$ cat src/rtl/i2cq_pkg.sv
package i2cq_pkg;

    typedef enum logic [2:0] {
        OP_IDLE,
        OP_START,
        OP_RSTART,
        OP_STOP,
        OP_TX,
        OP_RX,
        OP_ACK
    } op_e;

    // pull-low requests for the two open-drain lines
    typedef struct packed {
        logic scl_low;
        logic sda_low;
    } drive_t;

    localparam int FLAG_IRQ  = 0;
    localparam int FLAG_WCOL = 1;
    localparam int FLAG_OVF  = 2;
    localparam int FLAG_BCOL = 3;
    localparam int FLAG_W    = 4;
    localparam int CMD_W     = 5;

    // Line levels for quarter q of the current operation.
    function automatic drive_t line_drive(op_e op, logic [1:0] q, logic bit_val);
        drive_t d;
        d.scl_low = 1'b0;
        d.sda_low = 1'b0;
        case (op)
            OP_START: begin
                d.scl_low = (q == 2'd3);
                d.sda_low = q[1];
            end
            OP_RSTART: begin
                d.scl_low = (q == 2'd0) || (q == 2'd3);
                d.sda_low = q[1];
            end
            OP_STOP: begin
                d.scl_low = (q == 2'd0);
                d.sda_low = !q[1];
            end
            OP_TX, OP_RX, OP_ACK: begin
                d.scl_low = (q == 2'd0) || (q == 2'd3);
                d.sda_low = !bit_val;
            end
            default: ;
        endcase
        return d;
    endfunction

endpackage

$ cat src/rtl/i2cq_qtick.sv
module i2cq_qtick #(
    parameter int DIV_W = 8
) (
    input  logic             clk,
    input  logic             rst,
    input  logic             restart,
    input  logic             run,
    input  logic [DIV_W-1:0] reload,
    output logic             tick
);
    logic [DIV_W-1:0] cnt;

    always_ff @(posedge clk) begin
        if (rst) begin
            cnt <= '0;
        end else if (restart || (run && cnt == '0)) begin
            cnt <= reload;
        end else if (run) begin
            cnt <= cnt - 1'b1;
        end
    end

    assign tick = run && !restart && (cnt == '0);
endmodule

$ cat src/rtl/i2cq_busmon.sv
module i2cq_busmon (
    input  logic clk,
    input  logic rst,
    input  logic scl_in,
    input  logic sda_in,
    output logic start_seen,
    output logic stop_seen
);
    logic scl_q, sda_q;
    logic st_det, sp_det;

    assign st_det = scl_q && scl_in && sda_q && !sda_in;
    assign sp_det = scl_q && scl_in && !sda_q && sda_in;

    always_ff @(posedge clk) begin
        if (rst) begin
            scl_q      <= 1'b1;
            sda_q      <= 1'b1;
            start_seen <= 1'b0;
            stop_seen  <= 1'b0;
        end else begin
            scl_q <= scl_in;
            sda_q <= sda_in;
            if (st_det) begin
                start_seen <= 1'b1;
                stop_seen  <= 1'b0;
            end else if (sp_det) begin
                start_seen <= 1'b0;
                stop_seen  <= 1'b1;
            end
        end
    end
endmodule

$ cat src/rtl/i2cq_engine.sv
module i2cq_engine
    import i2cq_pkg::*;
#(
    parameter int DATA_W = 8
) (
    input  logic              clk,
    input  logic              rst,
    input  logic              launch,
    input  op_e               launch_op,
    input  logic [DATA_W-1:0] tx_byte,
    input  logic              ack_bit,
    input  logic              tick,
    input  logic              sda_in,
    output op_e               op,
    output logic              done,
    output logic [DATA_W-1:0] rx_byte,
    output logic              ack_valid,
    output logic              ack_val,
    output logic              scl_oe,
    output logic              sda_oe
);
    localparam int SH_W  = DATA_W + 1;
    localparam int CNT_W = $clog2(SH_W + 1);

    logic [1:0]       q;
    logic [CNT_W-1:0] bitn, last_bit;
    logic [SH_W-1:0]  sh;
    logic             scl_hold, sda_hold;
    logic             sample, bit_end;
    drive_t           drv;

    assign sample    = tick && (q == 2'd1);
    assign bit_end   = tick && (q == 2'd3);
    assign done      = bit_end && (bitn == last_bit);
    assign ack_valid = sample && (op == OP_TX) && (bitn == last_bit);
    assign ack_val   = sda_in;

    always_comb begin
        drv = line_drive(op, q, sh[SH_W-1]);
        if (op == OP_IDLE) begin
            scl_oe = scl_hold;
            sda_oe = sda_hold;
        end else begin
            scl_oe = drv.scl_low;
            sda_oe = drv.sda_low;
        end
    end

    always_ff @(posedge clk) begin
        if (rst) begin
            op       <= OP_IDLE;
            q        <= 2'd0;
            bitn     <= '0;
            last_bit <= '0;
            sh       <= '1;
            rx_byte  <= '0;
            scl_hold <= 1'b0;
            sda_hold <= 1'b0;
        end else if (launch) begin
            op   <= launch_op;
            q    <= 2'd0;
            bitn <= '0;
            case (launch_op)
                OP_TX: begin
                    sh       <= {tx_byte, 1'b1};
                    last_bit <= CNT_W'(DATA_W);
                end
                OP_RX: begin
                    sh       <= '1;
                    last_bit <= CNT_W'(DATA_W - 1);
                end
                OP_ACK: begin
                    sh       <= {ack_bit, {DATA_W{1'b1}}};
                    last_bit <= '0;
                end
                default: begin
                    sh       <= '1;
                    last_bit <= '0;
                end
            endcase
        end else if (tick) begin
            q <= q + 2'd1;
            if (sample && op == OP_RX) begin
                rx_byte <= {rx_byte[DATA_W-2:0], sda_in};
            end
            if (bit_end) begin
                if (done) begin
                    op       <= OP_IDLE;
                    scl_hold <= drv.scl_low;
                    sda_hold <= drv.sda_low;
                end else begin
                    bitn <= bitn + 1'b1;
                    sh   <= {sh[SH_W-2:0], 1'b1};
                end
            end
        end
    end
endmodule

$ cat src/rtl/i2c_cmd_master.sv
module i2c_cmd_master
    import i2cq_pkg::*;
#(
    parameter int DIV_W  = 8,
    parameter int DATA_W = 8
) (
    input  logic              clk,
    input  logic              rst,
    input  logic [DIV_W-1:0]  reload,
    input  logic              cmd_start,
    input  logic              cmd_rstart,
    input  logic              cmd_stop,
    input  logic              cmd_rcv,
    input  logic              cmd_ack,
    input  logic              ack_data,
    input  logic              wr_en,
    input  logic [DATA_W-1:0] wr_data,
    input  logic              rd_en,
    input  logic [3:0]        clr_flags,
    input  logic              scl_in,
    input  logic              sda_in,
    output logic              scl_oe,
    output logic              sda_oe,
    output logic [DATA_W-1:0] rd_data,
    output logic [4:0]        cmd_active,
    output logic              buf_full,
    output logic              ack_stat,
    output logic              irq,
    output logic              wcol,
    output logic              rx_ovf,
    output logic              bus_col,
    output logic              start_seen,
    output logic              stop_seen
);
    op_e               eng_op, sel_op;
    logic              idle, launch, start_blocked, wr_taken, wr_col;
    logic              tick, eng_done, ack_valid, ack_val;
    logic [DATA_W-1:0] rx_byte, dbuf_q;
    logic              rx_done, tx_done;

    assign idle = (eng_op == OP_IDLE);

    // fixed priority among simultaneous requests
    always_comb begin
        sel_op = OP_IDLE;
        if (cmd_start)       sel_op = OP_START;
        else if (cmd_rstart) sel_op = OP_RSTART;
        else if (cmd_stop)   sel_op = OP_STOP;
        else if (cmd_rcv)    sel_op = OP_RX;
        else if (cmd_ack)    sel_op = OP_ACK;
        else if (wr_en)      sel_op = OP_TX;
    end

    assign start_blocked = idle && cmd_start && start_seen;
    assign launch        = idle && (sel_op != OP_IDLE) && !start_blocked;
    assign wr_taken      = launch && (sel_op == OP_TX);
    assign wr_col        = wr_en && !wr_taken;
    assign rx_done       = eng_done && (eng_op == OP_RX);
    assign tx_done       = eng_done && (eng_op == OP_TX);

    i2cq_qtick #(.DIV_W(DIV_W)) u_qtick (
        .clk     (clk),
        .rst     (rst),
        .restart (launch),
        .run     (!idle),
        .reload  (reload),
        .tick    (tick)
    );

    i2cq_engine #(.DATA_W(DATA_W)) u_engine (
        .clk       (clk),
        .rst       (rst),
        .launch    (launch),
        .launch_op (sel_op),
        .tx_byte   (wr_data),
        .ack_bit   (ack_data),
        .tick      (tick),
        .sda_in    (sda_in),
        .op        (eng_op),
        .done      (eng_done),
        .rx_byte   (rx_byte),
        .ack_valid (ack_valid),
        .ack_val   (ack_val),
        .scl_oe    (scl_oe),
        .sda_oe    (sda_oe)
    );

    i2cq_busmon u_busmon (
        .clk        (clk),
        .rst        (rst),
        .scl_in     (scl_in),
        .sda_in     (sda_in),
        .start_seen (start_seen),
        .stop_seen  (stop_seen)
    );

    always_ff @(posedge clk) begin
        if (rst) begin
            dbuf_q   <= '0;
            buf_full <= 1'b0;
            ack_stat <= 1'b0;
            irq      <= 1'b0;
            wcol     <= 1'b0;
            rx_ovf   <= 1'b0;
            bus_col  <= 1'b0;
        end else begin
            if (wr_taken)                dbuf_q <= wr_data;
            else if (rx_done && !buf_full) dbuf_q <= rx_byte;

            if (wr_taken)                          buf_full <= 1'b1;
            else if (tx_done)                      buf_full <= 1'b0;
            else if (rx_done)                      buf_full <= 1'b1;
            else if (rd_en && eng_op != OP_TX)     buf_full <= 1'b0;

            if (ack_valid) ack_stat <= ack_val;

            if (eng_done)                  irq <= 1'b1;
            else if (clr_flags[FLAG_IRQ])  irq <= 1'b0;

            if (wr_col)                    wcol <= 1'b1;
            else if (clr_flags[FLAG_WCOL]) wcol <= 1'b0;

            if (rx_done && buf_full)       rx_ovf <= 1'b1;
            else if (clr_flags[FLAG_OVF])  rx_ovf <= 1'b0;

            if (start_blocked)             bus_col <= 1'b1;
            else if (clr_flags[FLAG_BCOL]) bus_col <= 1'b0;
        end
    end

    assign rd_data    = dbuf_q;
    assign cmd_active = {eng_op == OP_ACK, eng_op == OP_RX, eng_op == OP_STOP,
                         eng_op == OP_RSTART, eng_op == OP_START};
endmodule

$ cat config.mk
export PLATFORM = sky130hd
export DESIGN_NAME = i2c_cmd_master
export DESIGN_NICKNAME = d
export VERILOG_FILES = /design/src/rtl/i2cq_pkg.sv /design/src/rtl/i2cq_qtick.sv /design/src/rtl/i2cq_busmon.sv /design/src/rtl/i2cq_engine.sv /design/src/rtl/i2c_cmd_master.sv
export SDC_FILE = /design/constraint.sdc
export NUM_CORES = 1
export LEC_CHECK = 0
export CAP_MARGIN = 10
export CORE_MARGIN = 1.5
export CORE_UTILIZATION = 56
export DETAILED_ROUTE_END_ITERATION = 8
export PLACE_DENSITY = 0.84
export SLEW_MARGIN = 30
export SYNTH_ARGS = -nofsm -noshare
export SYNTH_HDL_FRONTEND = slang
export SYNTH_HIERARCHICAL = 1
export SYNTH_SLANG_ARGS = --single-unit
$ cat constraint.sdc
create_clock -name clk -period 3.98 [get_ports clk]
set_clock_uncertainty 0.2 [all_clocks]
set_input_delay 0.597 -clock clk [delete_from_list [all_inputs] [get_ports clk]]
set_output_delay 0.597 -clock clk [all_outputs]
set_load 0.03 [all_outputs]
======== Word-level counts from Yosys, hierarchy flattened ========
Cells that the tools add are included.
operators by class
  $add $sub $neg .......................... 3
  equal/unequal tests ..................... 15
  muxes and demuxes ....................... 37
  bitwise gates (word level) .............. 2
  reductions and logical operators ........ 58
operators by type and width
  kind                                                 number
  2-to-1 mux 9 bit                                     4
  2-to-1 mux 8 bit                                     4
  2-to-1 mux 3 bit                                     10
  logical AND 1 bit                                    25
  equality test 3 bit, second input constant           6
  one-hot mux 9 bit (2 select lines)                   1
  nonzero test 2 bit                                   9
  2-to-1 mux 1 bit                                     16
  AND reduction 3 bit                                  4
  logical NOT 1 bit                                    9
  logical NOT 8 bit                                    1
  one-hot mux 2 bit (4 select lines)                   1
  one-hot mux 4 bit (2 select lines)                   1
  subtractor 8 x 1 -> 8 bit, second input constant     1
  equality test 3 x 2 -> 1 bit, second input constant  2
  adder 4 x 1 -> 4 bit, second input constant          1
  equality test 4 bit                                  1
  AND reduction 4 bit                                  1
  nonzero test 4 bit                                   1
  OR reduction 2 bit                                   2
  equality test 3 x 1 -> 1 bit, second input constant  1
  logical NOT 3 bit                                    1
  != test 3 bit, second input constant                 1
  nonzero test 3 bit                                   1
  9 further kinds                                      11
storage, ports and cells
  register bits after elaboration ......... 58
  output and inout bits ................... 23
  word-level logic and storage cells ...... 135

======== Logic depth before layout (Yosys ltp) ========
Gate-level depths: netlist of the first run.
  depth after elaboration ................. 18
  gate-level depth with buffers ........... 12

======== By module ========
The synthesis of the first run kept the hierarchy.
by module, submodules not included
  module          instances  cells each  area an instance (um2)  seq. area each (um2)
  i2cq_engine     1          160         1490.2                  580.6
  i2c_cmd_master  1          84          754.5                   280.3
  i2cq_qtick      1          63          541.8                   160.2
  i2cq_busmon     1          15          170.2                   80.1

======== Worst setup path before layout of the first run ========
Ideal clock, no wire load.
  path kind ............................... input to register
  start point ............................. in cmd_rstart
  end point ............................... reg dbuf_q[0] (netlist: rd_data[0])
  library setup time ...................... 0.132 ns
  arrival time ............................ 2.587 ns
  required time ........................... 3.648 ns
  path slack .............................. 1.061 ns
  stages .................................. 11
  path buffers ............................ 1
  path through ............................ nor3_1 -> nand2_1 -> o21a_1 -> nor2_1 -> nand2_1 -> nor2_1 -> and4b_1 -> nor2b_4 -> buf_6 -> nand3b_1 -> a21oi_1
on the way
  cells in the longest elaborated chain, start to end .. 13
RTL lines
  element                              line                   RTL
  start, declared                      i2c_cmd_master.sv:11   input logic cmd_rstart,
  2-to-1 mux 3 bit                     i2c_cmd_master.sv:47   else if (cmd_rstart) sel_op = OP_RSTART;
  2-to-1 mux 3 bit                     i2c_cmd_master.sv:46   if (cmd_start) sel_op = OP_START;
  nonzero test 3 bit                   i2c_cmd_master.sv:55   assign launch = idle && (sel_op != OP_IDLE) && !start_blocked;
  logical AND 1 bit (2 in a row)       i2c_cmd_master.sv:55
  named net launch                     i2c_cmd_master.sv:36   logic idle, launch, start_blocked, wr_taken, wr_col;
  logical NOT 1 bit                    i2cq_qtick.sv:23       assign tick = run && !restart && (cnt == '0);
  logical AND 1 bit (2 in a row)       i2cq_qtick.sv:23
  named net tick                       i2c_cmd_master.sv:37   logic tick, eng_done, ack_valid, ack_val;
  logical AND 1 bit                    i2cq_engine.sv:33      assign bit_end = tick && (q == 2'd3);
  logical AND 1 bit                    i2cq_engine.sv:34      assign done = bit_end && (bitn == last_bit);
  named net eng_done                   i2c_cmd_master.sv:37
  logical AND 1 bit                    i2c_cmd_master.sv:58   assign rx_done = eng_done && (eng_op == OP_RX);
  logical AND 1 bit                    i2c_cmd_master.sv:108  else if (rx_done && !buf_full) dbuf_q <= rx_byte;
  nonzero test 2 bit (no source line)  -
  end signal, assigned                 i2c_cmd_master.sv:107  if (wr_taken) dbuf_q <= wr_data;
  end signal, assigned                 i2c_cmd_master.sv:108
  end, declared                        i2c_cmd_master.sv:38   logic [DATA_W-1:0] rx_byte, dbuf_q;
The timed path passes the listed nets, and every way through them passes these cells.
A chain may end at the register's enable or synchronous reset.

======== Worst setup path after layout of the first run ========
  start point ............................. reg u_engine.op[0]
  end point ............................... reg dbuf_q[4] (netlist: rd_data[4])
on the way
  cells in the longest elaborated chain, start to end .. 13
RTL lines
  element                                  line                   RTL
  start, declared                          i2cq_engine.sv:14      output op_e op,
  start signal, assigned                   i2cq_engine.sv:60      op <= launch_op;
  logical NOT 3 bit (*)                    i2c_cmd_master.sv:41   assign idle = (eng_op == OP_IDLE);
  logical AND 1 bit (2 in a row)           i2c_cmd_master.sv:54   assign start_blocked = idle && cmd_start && start_seen;
  logical NOT 1 bit                        i2c_cmd_master.sv:55
  logical AND 1 bit                        i2c_cmd_master.sv:55
  logical NOT 1 bit                        i2cq_qtick.sv:23
  logical AND 1 bit (*) (2 in a row)       i2cq_qtick.sv:23
  named net tick                           i2c_cmd_master.sv:37
  logical AND 1 bit (*)                    i2cq_engine.sv:33
  logical AND 1 bit (*)                    i2cq_engine.sv:34
  named net eng_done                       i2c_cmd_master.sv:37
  logical AND 1 bit (*)                    i2c_cmd_master.sv:58
  logical AND 1 bit (*)                    i2c_cmd_master.sv:108
  nonzero test 2 bit (no source line) (*)  -
Mark *: on every way through the listed nets, which the timed path passes. The rest lies on a longest branch.

==> key figures, run 1 <==
Route
  • DRT iter0 DRCs: 162
  • Via count: 2638
  • Routed WL: about 6900 um
  • TritonRoute pass-1 iters: 4
  • Via density per instance: 6.01
  • Post-route DRC: 0
  • Routed wire length per instance: 15.8 um
  • Post-DRT Antenna Nets: 0

Timing
  • Slew Viols, Final: 0
  • RSZ-0062 raised after global routing: no
  • FMAX: ~300 MHz
  • Relative slew slack: 0.582
  • # setup viols final: 0
  • Slew @ Worst Pin: 0.626 ns
  • Period utilisation layout: 0.840
  • Final min period: 3.34 ns
  • Final Hold Vio Count: 0
  • Setup tns final: 0 ns

Hold path
  • Hold Path End: rd_data[2]
  • Worst min-delay path startpoint: rd_data[2]
  • Hold path cells: 2
  • Tightest Hold Check Type: reg2reg

Global routing
  • Largest net degree at the start of global routing: between 50 and 60
  • Grt total ovfl: 0
  • Vias in the first global route: 2372
  • First-pass GRT wire length: 10900 um
  • Initial antenna violation count: 0
  • Total GRT Usage: 0.248

Flow run
  • Max-Cap Viols: 0

Power
  • Internal power: 0.000974 W
  • Power consumption: 0.00146 W
  • Switch share: 0.333
  • Power Density: 405 nW/um^2
  • Sw Pwr: 0.000487 W
  • LEAKAGE: 1.34 nW
  • Gate power share: 0.297
  • Clock Power Share: 0.263
  • Register share of total power: 0.440
  • Peak supply drop: approximately 180 uV

Synthesis
  • Post-synthesis compound-gate area fraction: 0.212
  • Top-count cell post-synth: dfxtp_1
  • Largest area contributor in the netlist: dfxtp_1
  • Adder-cell area share of the yosys netlist: 0.0254
  • Post-synth EDFFs: 0
  • Avg Inst Size Synth: 9.18 um^2
  • Synth Register Bits: 55
  • Top cells by count, synth: dfxtp_1 (55), nor2_1 (42), a21oi_1 (25), mux2i_1 (22), nand2_1 (18)
  • Largest family of logic cells by synthesized area: simple AND/OR/NAND/NOR gates
  • Synthesized instance count: 322
  • Syn nets: 360
  • XOR/XNOR Fraction of Synth Area: 0.0174
  • Main synth FF type: dfxtp_1
  • Mux cell area share after synthesis: 0.0745
  • Synth warnings: 6
  • Yosys cell types: 69
  • Seq/Total Area, Yosys: 0.372
  • Synth top area cells: dfxtp_1 (37%), mux2i_1 (7.4%), nor2_1 (5.3%)
  • Ys async rst share: 0
  • Cell Area, Synth: 2960 um^2
  • Synth top area share: 0.372
  • Simple-gate share of the synthesized area: 0.244

Worst setup path
  • Crit. Startpoint: u_engine/op[0]
  • Cell count of the worst reg-to-reg path: 11
  • Worst reg2reg startpoint: u_engine/op[0]
  • Reg2Reg Setup Slack: 0.64 ns
  • Critical-path maximum fanout: 16
  • Critical Path Source Type: register
  • End of the worst register-to-register path: rd_data[4]
  • Nature of the critical path endpoint: register
  • WP data required: 4.03 ns
  • Crit path DAT: around 3.4 ns
  • Critical path class: reg2reg

Clock tree
  • Post-CTS Resized: 0
  • CTS tree: done
  • Clock sink count: 55
  • H-tree depth: 2
  • Clock Latency Late Sink: 0.32 ns
  • Reg clk slew, reported paths: 0.10 ns
  • # hold bufs at CTS: 0
  • Clock Tree Buf Depth: 2
  • Setup Buffers After CTS: 0
  • Num CTS Buffers: 5
  • Clk Tree Root Cell: clkbuf_8

Die
  • IO Count: 55
  • Chip height: 75.7 um
  • Rows: 26
  • Initial core utilization: 0.579
  • Core Area: 5110 um^2
  • Die X-Extent: 75.7 um
  • Area of the die: around 5700 um^2

Placement
  • GP Congestion: 0.842
  • Count of input and output buffers: 54
  • Post-DP HPWL: slightly below 5000 um

Final layout
  • Area growth syn-to-layout: 22.1%
  • Fillers: between 400 and 500
  • Ant. Diodes: 0
  • Layout cells sized above 1: 0.103
  • Nets: 406

Run status
  • Outcome: finished clean
-- worst max path at each step --
stage | slack (ns) | to | cells after the start
floorplan | 1.06 | rd_data[0] | 11
global placement | 0.50 | rd_data[1] | 12
detailed placement | 0.39 | rd_data[7] | 12
CTS | 0.66 | rd_data[7] | 11
global route | 0.35 | rd_data[4] | 11
finish | 0.64 | rd_data[4] | 11
-- flip-flops by register name, summed over array words and instances (netlist names), 2 cells and up --
signal / count
rd_data: 8
u_engine/rx_byte: 8
u_engine/sh: 8
u_qtick/cnt: 8
u_engine/bitn: 4
u_engine/op: 3
u_engine/last_bit: 2
u_engine/q: 2
-- cells in the final DEF (no fill, tap or decap), types with 2 or more instances in the layout --
cell type        instances
dfxtp_1                 55
clkdlybuf4s50_1         53
nor2_1                  42
a21oi_1                 25
mux2i_1                 22
nand2_1                 18
inv_1                   12
a22oi_1                  8
nand3b_1                 8
nand3_1                  6
o22a_1                   6
ha_1                     6
nand2b_1                 5
clkbuf_8                 5
a211oi_1                 5
nor3_1                   4
buf_4                    4
a31oi_1                  4
xnor2_1                  4
and3b_2                  3
a311oi_1                 3
nor2b_1                  3
nand4b_1                 3
o32ai_1                  3
or2_2                    3
a22o_1                   3
o21ai_0                  3
or4b_1                   3
o21bai_1                 2
o31a_1                   2
nor3b_1                  2
or2b_1                   2
nor4_4                   2
nor4_1                   2
o211ai_1                 2
a2bb2oi_1                2
-- through the flow --
step / cells / setup slack (ns) / cell area [um^2] / utilization / hold WS (ns)
global placement: 431 / 0.502 / 3490 / 0.684 / 0.266
CTS: 439 / 0.660 / 3610 / 0.706 / 0.300
detailed placement: 431 / 0.389 / 3490 / 0.684 / 0.283
global route: 439 / 0.349 / 3610 / 0.707 / 0.317
floorplan: 322 / 1.06 / 2960 / - / 0.257
finish: 439 / 0.635 / 3610 / 0.707 / 0.296
-- cells by family (layout without fill, tap and decap cells) --
group,Yosys count,count (layout)
AOI/OAI and AO/OA,83,83
xor gates and xnor gates,5,5
adders and majority gates,6,6
buffers and inverters,31,78
DFF,55,55
muxes,22,22
and+or+nand+nor,120,120
-- worst max-delay path, cell delays in order (launching register included) --
cell      delay (ns)
dfxtp_1         0.74
or3_2           0.32
nor4bb_4        0.38
nand2_1         0.12
nor2_1          0.11
buf_4           0.14
nand2_1         0.15
nor2_1          0.21
and4b_1         0.27
nor2b_4         0.34
a22oi_1         0.17
a21oi_1         0.14
-- routing by layer --
metal	vias up	track usage	share of wire	wire length (um)
li1	1272	-	-	-
met2	79	0.389	0.46	3220
met1	1275	0.338	0.47	3260
met3	12	0.0529	0.053	366
met4	0	0.0873	0.013	87
met5	-	0	0	0
-- power by group through the flow --
stage / combinational [W] / sequential [W] / clock [W]
finish: 0.000433 / 0.000643 / 0.000384
global route: 0.000472 / 0.000649 / 0.000412
CTS: 0.000428 / 0.000641 / 0.000389
detailed placement: 0.000426 / 0.000654 / 0
global placement: 0.000416 / 0.000651 / 0
floorplan: 0.000313 / 0.000646 / 0
-- cell type report --
cell class	count	area (um^2)	share of cell area
multi-input combinational	236	1700	0.470
sequential	55	1100	0.305
timing repair buffer	57	561	0.155
tap	70	87.6	0.0243
clock buffer	5	68.8	0.0191
inverter	13	48.8	0.0135
clock inverter	3	46.3	0.0128
Power figures use the tool's default switching activity.
==> inputs of run 2 (changes only) <==
- CORE_UTILIZATION: 56 -> 52
- PLACE_DENSITY: 0.84 -> 0.79
- clock period: 3.98 -> 3.15 ns (I/O delays scaled with it)
==> run 2 against run 1 <==
Final area is 1.5% higher. Flip-flop and latch count stayed put. Via count is 1.1% lower. Largest power group unchanged. Largest cell class unchanged. Cell count is 2.7% higher. Hold slack worse by 0.0070 ns.
==> key figures, run 2 (synthesized netlist as in run 1, its figures left out) <==
Worst setup path
  • Crit path top cell by count: nor2_1
  • Worst reg2reg startpoint: u_qtick/cnt[0] (was u_engine/op[0])
  • WP data required: 3.17 ns (was 4.03 ns)
  • Critical path cell sequence: inv_1 -> ha_1 -> nor4bb_4 -> nand2_1 -> nor2_1 -> buf_4 -> nand3_1 -> or4_4 -> mux2i_1 -> nor2_1 (was or3_2 -> nor4bb_4 -> nand2_1 -> nor2_1 -> buf_4 -> nand2_1 -> nor2_1 -> and4b_1 -> nor2b_4 -> a22oi_1 -> a21oi_1)
  • End of the worst register-to-register path: u_engine/rx_byte[5] (was rd_data[4])
  • Critical path class: reg2reg (unchanged)
  • Crit path to: u_engine/rx_byte[5] (was rd_data[4])
  • Critical-path maximum fanout: 8 (was 16)
  • Buffer and inverter count on the worst path: 2 (was 1)
  • Nature of the critical path endpoint: register (unchanged)
  • Crit path DAT: 2.78 ns (was 3.40 ns)
  • Crit. Startpoint: u_qtick/cnt[0] (was u_engine/op[0])
  • Worst path depth: 10 (was 11)
  • Reg2Reg Setup Slack: 0.39 ns (was 0.64 ns)
  • Largest stage delay on the critical path: 0.53 ns (was 0.74 ns)
  • Delay-heaviest family, CP: simple AND/OR/NAND/NOR gates (unchanged)
  • Critical Path Source Type: register (unchanged)
  • Cell count of the worst reg-to-reg path: 10 (was 11)
  • Worst path slowest cell: or4_4 (was dfxtp_1)

Timing
  • Final min period: 2.76 ns (was 3.34 ns)
  • Slew Viols, Final: 0 (unchanged)
  • Slew @ Worst Pin: 0.596 ns (was 0.626 ns)
  • Fin worst setup slack: 0.390 ns (was 0.635 ns)
  • FMAX: 362 MHz (was 299 MHz)
  • RSZ-0062 raised after global routing: no (unchanged)
  • Relative slew slack: 0.603 (was 0.582)
  • Setup tns final: 0 ns (unchanged)
  • # setup viols final: 0 (unchanged)
  • Fin Hold WS: 0.289 ns (was 0.296 ns)
  • Final Hold Vio Count: 0 (unchanged)
  • Period utilisation layout: 0.876 (was 0.840)

Power
  • Internal power: 0.00117 W (was 0.000974 W)
  • Register share of total power: 0.442 (was 0.440)
  • Gate power share: 0.328 (was 0.297)
  • Power Density: 490 nW/um^2 (was 405 nW/um^2)
  • LEAKAGE: 1.37 nW (was 1.34 nW)
  • Clock Power Share: 0.229 (was 0.263)
  • Switch share: 0.347 (was 0.333)
  • Peak supply drop: 315 uV (was 179 uV)
  • Sw Pwr: 0.000622 W (was 0.000487 W)

Clock tree
  • Clk Tree Root Cell: clkbuf_8 (unchanged)
  • Clock Tree Buf Depth: 2 (unchanged)
  • Reg clk slew, reported paths: 0.10 ns (about the same)
  • CTS tree: done (unchanged)
  • H-tree depth: 2 (unchanged)
  • Setup Buffers After CTS: 0 (unchanged)
  • Post-CTS Resized: 0 (unchanged)
  • Num CTS Buffers: 5 (unchanged)
  • Clock sink count: 55 (unchanged)
  • # hold bufs at CTS: 0 (unchanged)
  • Clock Latency Late Sink: 0.32 ns (about the same)

Flow run
  • Max-Cap Viols: 0 (unchanged)

Die
  • Rows: 27 (was 26)
  • Initial core utilization: 0.537 (was 0.579)
  • Chip height: 78.4 um (was 75.7 um)
  • Area of the die: 6150 um^2 (was 5720 um^2)
  • Core Area: 5510 um^2 (was 5110 um^2)
  • IO Count: 55 (unchanged)
  • Die X-Extent: 78.4 um (was 75.7 um)

Hold path
  • Tightest Hold Check Type: reg2reg (unchanged)

Route
  • Via count: 2609 (was 2638)
  • Post-route DRC: 0 (unchanged)
  • Routed WL: 6860 um (was 6930 um)
  • DRT iter0 DRCs: 135 (was 162)
  • Post-DRT Antenna Nets: 0 (unchanged)
  • Routed wire length per instance: 15.2 um (was 15.8 um)
  • TritonRoute pass-1 iters: 4 (unchanged)
  • Via density per instance: 5.78 (was 6.01)

Global routing
  • Largest net degree at the start of global routing: 33 (was 58)
  • First-pass GRT wire length: 11500 um (was 10900 um)
  • Initial antenna violation count: 0 (unchanged)
  • Vias in the first global route: 2378 (was 2372)
  • Total GRT Usage: 0.237 (was 0.248)
  • Grt total ovfl: 0 (unchanged)

Final layout
  • Layout cells sized above 1: 0.127 (was 0.103)
  • Fillers: 475 (was 405)
  • Area growth syn-to-layout: 23.9% (was 22.1%)
  • Most common cell after layout, fill and taps aside: dfxtp_1 (unchanged)
  • Ant. Diodes: 0 (unchanged)
  • Fin util: 0.665 (was 0.707)
  • Nets: 416 (was 406)
  • Commonest cells after routing, fill and taps aside: dfxtp_1 (55), clkdlybuf4s50_1 (53), nor2_1 (42) (unchanged)
  • Fin area: 3660 um^2 (was 3610 um^2)

Placement
  • Pre-CTS setup slack: 0.185 ns (was 0.389 ns)
  • Post-DP HPWL: 4860 um (was 4880 um)
  • Post-Place Cell Area: 3570 um^2 (was 3490 um^2)
  • GP Congestion: 0.875 (was 0.842)
  • Count of input and output buffers: 54 (unchanged)

Run status
  • Outcome: finished clean (unchanged)
## run 2: changes by cell type in the layout (fill, tap and decap cells not counted), sizes merged
cell	before	now
bufinv	1	0
buf	4	14
clkinv	0	2
inv	14	13
## run 2: power groups by stage
stage	clock network (W)	logic (W)	registers (W)
2_1_floorplan	0	0.000396	0.000817
3_3_place_gp	0	0.000569	0.000808
3_5_place_dp	0	0.000581	0.000808
4_1_cts	0.000428	0.000583	0.000794
5_1_grt	0.000454	0.000644	0.000802
6_report	0.000412	0.000590	0.000794
## run 2: cell type report
cell class	count	area [um^2]	share of cell area
flip-flops and latches	55	1100	0.301
inverters	13	48.8	0.0133
multi-input cells	236	1700	0.463
repair buffers	67	633	0.173
clock buffers	5	68.8	0.0188
well taps	72	90.1	0.0246
clock inverters	3	25.0	0.00683
## run 2: stage by stage
step / cells / total power (W)
floorplan: 322 / 0.00121
global placement: 443 / 0.00138
detailed placement: 443 / 0.00139
CTS: 451 / 0.00180
global route: 451 / 0.00190
finish: 451 / 0.00180
## run 2: worst min path at each step
stage                         from            endpoint  slack, ns  cells after the start
global route               bus_col             bus_col       0.32                      2
global placement               irq                 irq       0.26                      2
detailed placement             irq                 irq       0.27                      2
CTS                            irq                 irq       0.30                      2
floorplan           u_busmon/sda_q  u_busmon/stop_seen       0.26                      1
finish                         irq                 irq       0.29                      2
## run 2: routing by layer
| layer | vias to the layer above | track usage | part of all wire |
|---|---|---|---|
| met3 | 12 | 0.0570 | 0.056 |
| met2 | 69 | 0.357 | 0.44 |
| li1 | 1292 | - | - |
| met4 | 0 | 0.0714 | 0.012 |
| met5 | - | 0 | 0 |
| met1 | 1236 | 0.336 | 0.49 |
## run 2: worst min-delay path, delay by kind of cell (launching register included)
kind               cells  cell delay [ns]
and+or+nand+nor        1             0.07
DFF                    1             0.34
AOI/OAI and AO/OA      1             0.06
